`config.mk`:
```
export PLATFORM = sky130hd
export DESIGN_NAME = noise_bank
export DESIGN_NICKNAME = d
export VERILOG_FILES = /design/src/rtl/noise_bank_pkg.sv /design/src/rtl/poly_lfsr.sv /design/src/rtl/noise_channel.sv /design/src/rtl/noise_bank.sv
export SDC_FILE = /design/constraint.sdc
export NUM_CORES = 1
export LEC_CHECK = 0
export BUFFER_PORTS_ARGS = -buffer_cell sky130_fd_sc_hd__buf_2
export CORE_ASPECT_RATIO = 1.4
export CORE_MARGIN = 1.5
export CORE_UTILIZATION = 55
export DETAILED_ROUTE_END_ITERATION = 8
export GPL_ROUTABILITY_DRIVEN = 1
export PLACE_DENSITY = 0.82
export RECOVER_POWER = 100
export SLEW_MARGIN = 20
export SYNTH_ARGS = -nofsm -noshare
export SYNTH_HDL_FRONTEND = slang
export SYNTH_SLANG_ARGS = --single-unit
```
`constraint.sdc`:
```
create_clock -name clk -period 3.4 [get_ports clk]
set_input_delay 0.51 -clock clk [delete_from_list [all_inputs] [get_ports clk]]
set_output_delay 0.51 -clock clk [all_outputs]
set_load 0.01 [all_outputs]
```
`src/rtl/noise_bank_pkg.sv`:
```
package noise_bank_pkg;
  localparam int LONG_W  = 17;
  localparam int LONG_T  = 14;
  localparam int SHORT_W = 9;
  localparam int SHORT_T = 5;
  localparam int MID_W   = 5;
  localparam int MID_T   = 3;
  localparam int TINY_W  = 4;
  localparam int TINY_T  = 3;
  localparam int SEL_W   = 3;

  typedef struct packed {
    logic src_tiny;  // 1: 4-bit source, 0: long source
    logic tone;      // 1: toggle instead of sampling noise
    logic open_gate; // 1: ignore the 5-bit gate
  } chsel_t;
endpackage

```
`src/rtl/poly_lfsr.sv`:
```
module poly_lfsr #(
  parameter int W    = 5,
  parameter int TAP  = 3,
  parameter int SW   = W,
  parameter int STAP = TAP
) (
  input  logic         clk,
  input  logic         rst,
  input  logic         short_mode,
  output logic [W-1:0] state,
  output logic         out_bit
);
  logic fb_long, fb_short, fb;

  always_comb begin
    fb_long  = (state == '0) ? 1'b1 : (state[W-1] ^ state[TAP-1]);
    fb_short = (state[SW-1:0] == '0) ? 1'b1 : (state[SW-1] ^ state[STAP-1]);
    fb       = short_mode ? fb_short : fb_long;
    out_bit  = short_mode ? state[SW-1] : state[W-1];
  end

  always_ff @(posedge clk) begin
    if (rst) state <= '1;
    else     state <= {state[W-2:0], fb};
  end
endmodule

```
`src/rtl/noise_channel.sv`:
```
module noise_channel
  import noise_bank_pkg::*;
(
  input  logic   clk,
  input  logic   rst,
  input  logic   pulse,
  input  chsel_t sel,
  input  logic   src_long,
  input  logic   src_tiny,
  input  logic   src_mid,
  output logic   q
);
  logic gate, nxt;

  always_comb begin
    gate = sel.open_gate | src_mid;
    if (sel.tone) nxt = ~q;
    else          nxt = sel.src_tiny ? src_tiny : src_long;
  end

  always_ff @(posedge clk) begin
    if (rst)               q <= 1'b0;
    else if (pulse && gate) q <= nxt;
  end
endmodule

```
`src/rtl/noise_bank.sv`:
```
module noise_bank
  import noise_bank_pkg::*;
#(
  parameter int NUM_CH = 4
) (
  input  logic                    clk,
  input  logic                    rst,
  input  logic                    short_poly,
  input  logic [NUM_CH-1:0]       ch_pulse,
  input  logic [SEL_W*NUM_CH-1:0] ch_sel,
  output logic [NUM_CH-1:0]       ch_out
);
  logic [LONG_W-1:0] st17;
  logic [MID_W-1:0]  st5;
  logic [TINY_W-1:0] st4;
  logic o17, o5, o4;

  poly_lfsr #(.W(LONG_W), .TAP(LONG_T), .SW(SHORT_W), .STAP(SHORT_T)) u_long (
    .clk(clk), .rst(rst), .short_mode(short_poly), .state(st17), .out_bit(o17));

  poly_lfsr #(.W(MID_W), .TAP(MID_T)) u_mid (
    .clk(clk), .rst(rst), .short_mode(1'b0), .state(st5), .out_bit(o5));

  poly_lfsr #(.W(TINY_W), .TAP(TINY_T)) u_tiny (
    .clk(clk), .rst(rst), .short_mode(1'b0), .state(st4), .out_bit(o4));

  for (genvar i = 0; i < NUM_CH; i++) begin : g_ch
    noise_channel u_ch (
      .clk(clk), .rst(rst), .pulse(ch_pulse[i]),
      .sel(chsel_t'(ch_sel[SEL_W*i +: SEL_W])),
      .src_long(o17), .src_tiny(o4), .src_mid(o5), .q(ch_out[i]));
  end
endmodule

```
==> results by group <==
Worst setup path
  – Worst reg-to-reg setup slack: 1.95 ns
  – Crit start category: flop
  – Crit Path Max Fanout: 5
  – CP Capture Type: flop
  – Critical path type: flop to flop
  – R2r endpoint: u_long.state[0]
  – Worst path required time: 3.66 ns
  – Worst Reg-to-Reg Cells: 4
  – Arr. time, crit path: 1.70 ns
  – Reg2Reg Launch Point: u_long.state[8]

Floorplanning
  – Die footprint: 2232 um^2
  – Initial Utilization: 59.65%
  – Num rows: 18
  – I/O Pins: 23
  – Vert. Die Dim: 55.31 um
  – Core Region: 1802 um^2
  – Die width: 40.36 um

Cells and area
  – Final net count: 146
  – Area Growth Syn to Fin: 14.78%
  – Ratio of cells with drive above 1 in the final layout: 40.16%
  – # diodes: 0
  – Final core occ: 68.47%
  – Fill cells: 153
  – Finished layout cell area: 1234 um^2

Synth
  – Largest cells by area after synthesis: dfxtp_1 56%, or2_2 14%, a21oi_1 4.2%
  – Simple-Gate Fraction of Synth Area: 22.82%
  – Synth cell types: 23
  – Mux cell area share after synthesis: 1.048%
  – Synth area leader: dfxtp_1
  – Synth Area per Inst: 10.33 um^2
  – Syn Std Cell Area: 1075 um^2
  – Largest family of logic cells by synthesized area: simple AND/OR/NAND/NOR gates
  – Sequential area share after synthesis: 55.88%
  – Post-synthesis compound-gate area fraction: 14.55%
  – Flops & latches, synth: 30
  – XOR/XNOR Fraction of Synth Area: 0%
  – Post-synth top area share: 55.88%
  – Syn_nets: 124
  – Post-Synth Adder-Cell Area: 1.164%
  – Synth Instances: 104
  – Yosys warning total: 0

Min path
  – Number of cells on the worst hold path: 1
  – Hold Crit Class: flop to flop
  – Startpoint of the worst hold path: u_long.state[14]
  – Hold endpoint: u_long.state[15]

Run status
  – Status: completed

Drt
  – WL final: 1699 um
  – DRC: 0
  – Initial drt markers: 10
  – Detailed Routing Iterations Pass 1: 3
  – Vias per cell: 5.333
  – WL/cell: 11.56 um
  – Detail Route Antenna Nets: 0
  – Via Count: 784

STA
  – Final period demand of the worst path: 1.449 ns
  – Worst slew pin tran: 0.9050 ns
  – Max Clock Skew: 0.009960 ns
  – RSZ-0062 raised after global routing: false
  – Slew Viols, Final: 0
  – Final TNS setup: 0 ns
  – Final hold vios: 0
  – Fin crit share: 42.62%
  – Max-slew headroom: 39.67%
  – Setup Viol. Count Final: 0
  – Maximum clock frequency: 0.6901 GHz

CTS
  – Num CTS Buffers: 5
  – CTS tree: built
  – Clock slew at reported path FFs: 0.10 ns
  – Post-CTS setup buffers: 0
  – CTS resizes: 0
  – Root buf cell: clkbuf_4
  – Latest clock arrival within the worst-skew pair: 0.33 ns
  – H-tree level count: 2
  – Hold_buf cts: 0
  – Clock Sinks: 30
  – Clock buffer depth: 2

Global route
  – Total gr overflow: 0
  – Gr usage total: 18.63%
  – Initial antenna violation count: 0
  – Global-route wire length before repair: 2780 um
  – Vias in the first global route: 724
  – Pin count of the biggest net entering global routing: 31

Power and ir drop
  – Power Dens Cells: 548.0 nW/um^2
  – Worst VDD drop: 0.4858 mV
  – P_leak: 0.0004994 uW

Place
  – Port bufs: 22
  – Post-place instance area: 1169 um^2
  – GP Congestion: 0.6407
  – Post-DP HPWL: 1188 um

Job
  – Max Cap Violations: 0
[routing by layer]
| metal | share of wire, % | up-vias | GRT usage, % |
|---|---|---|---|
| met3 | 9.9 | 6 | 9.639 |
| met2 | 44 | 27 | 27.44 |
| met1 | 43 | 348 | 19.84 |
| met4 | 2.9 | 0 | 11.43 |
| li1 | - | 403 | - |
| met5 | 0 | - | 0 |
[worst max-delay path by stage]
stage               startpoint              end  slack, ns
3_3_place_gp        short_poly   g_ch[0].u_ch.q       1.97
6_report       u_long.state[8]  u_long.state[0]       1.95
4_1_cts        u_long.state[8]  u_long.state[0]       2.00
3_5_place_dp        short_poly   g_ch[1].u_ch.q       1.92
5_1_grt        u_long.state[8]  u_long.state[0]       1.87
2_1_floorplan  u_long.state[8]  u_long.state[0]       2.13
[worst max-delay path: stages, from the launching register on]
cell and delay, ns:
dfxtp_1 0.35, or4_1 0.53, nor4_1 0.22, a311oi_1 0.14
o21ai_1 0.15
[where the power goes]
| group | internal (uW) | total [uW] | switching (uW) |
|---|---|---|---|
| registers | 363 | 369 | 6.40 |
| clock network | 152 | 267 | 115 |
| logic | 20.6 | 39.6 | 19.0 |
| total | 536 | 676 | 140 |
[stage by stage]
stage	hold WS, ns	total power (uW)	setup slack, ns	instances
floorplan	0.4047	404.6	2.133	104
global route	0.4416	710.3	1.874	147
CTS	0.4299	690.0	1.998	147
global placement	0.4116	416.6	1.973	139
detailed placement	0.4161	418.4	1.921	139
finish	0.4383	676.1	1.951	147
[cells by family after synthesis]
family          count (synthesis)
simple gates                   40
buf+inv                         9
compound gates                 23
fa+ha+maj                       1
flops                          30
mux                             1
[synth_stat cells, drive strengths merged]
library cell and number:
a2111o 4, a211o 2, a21o 1, a21oi 9
a311oi 1, a31oi 1, buf 4, clkbuf 3
dfxtp 30, ha 1, inv 2, mux2 1
nand2 1, nor2 5, nor3 2, nor3b 4
nor4 3, o21ai 5, or2 24, or4 1
[layout by cell type, fill, tap and decap left out, types with 2 or more instances in the layout]
cell	n
clkbuf_4	5
dfxtp_1	30
buf_2	17
nor2_1	5
a21oi_1	9
inv_1	2
o21ai_0	4
nor3b_1	4
clkinv_2	2
or2_2	24
clkbuf_1	5
nor3_1	2
a2111o_1	4
nor4_1	3
[sequential cells by signal, indices dropped and copies added (netlist names)]
| name | flops |
|---|---|
| u_long.state | 17 |
| u_mid.state | 5 |
| g_ch.u_ch.q | 4 |
| u_tiny.state | 4 |
[area by class of cell]
| class | count | area (um^2) | share of cell area (%) |
|---|---|---|---|
| Clock buffer | 5 | 37.54 | 3.043 |
| Clock inverter | 3 | 40.04 | 3.245 |
| Inverter | 2 | 7.507 | 0.6085 |
| Multi-Input combinational cell | 65 | 419.2 | 33.98 |
| Sequential cell | 30 | 600.6 | 48.68 |
| Tap cell | 20 | 25.02 | 2.028 |
| Timing Repair Buffer | 22 | 103.9 | 8.418 |
Note: power is estimated with default switching activity, not from simulation.
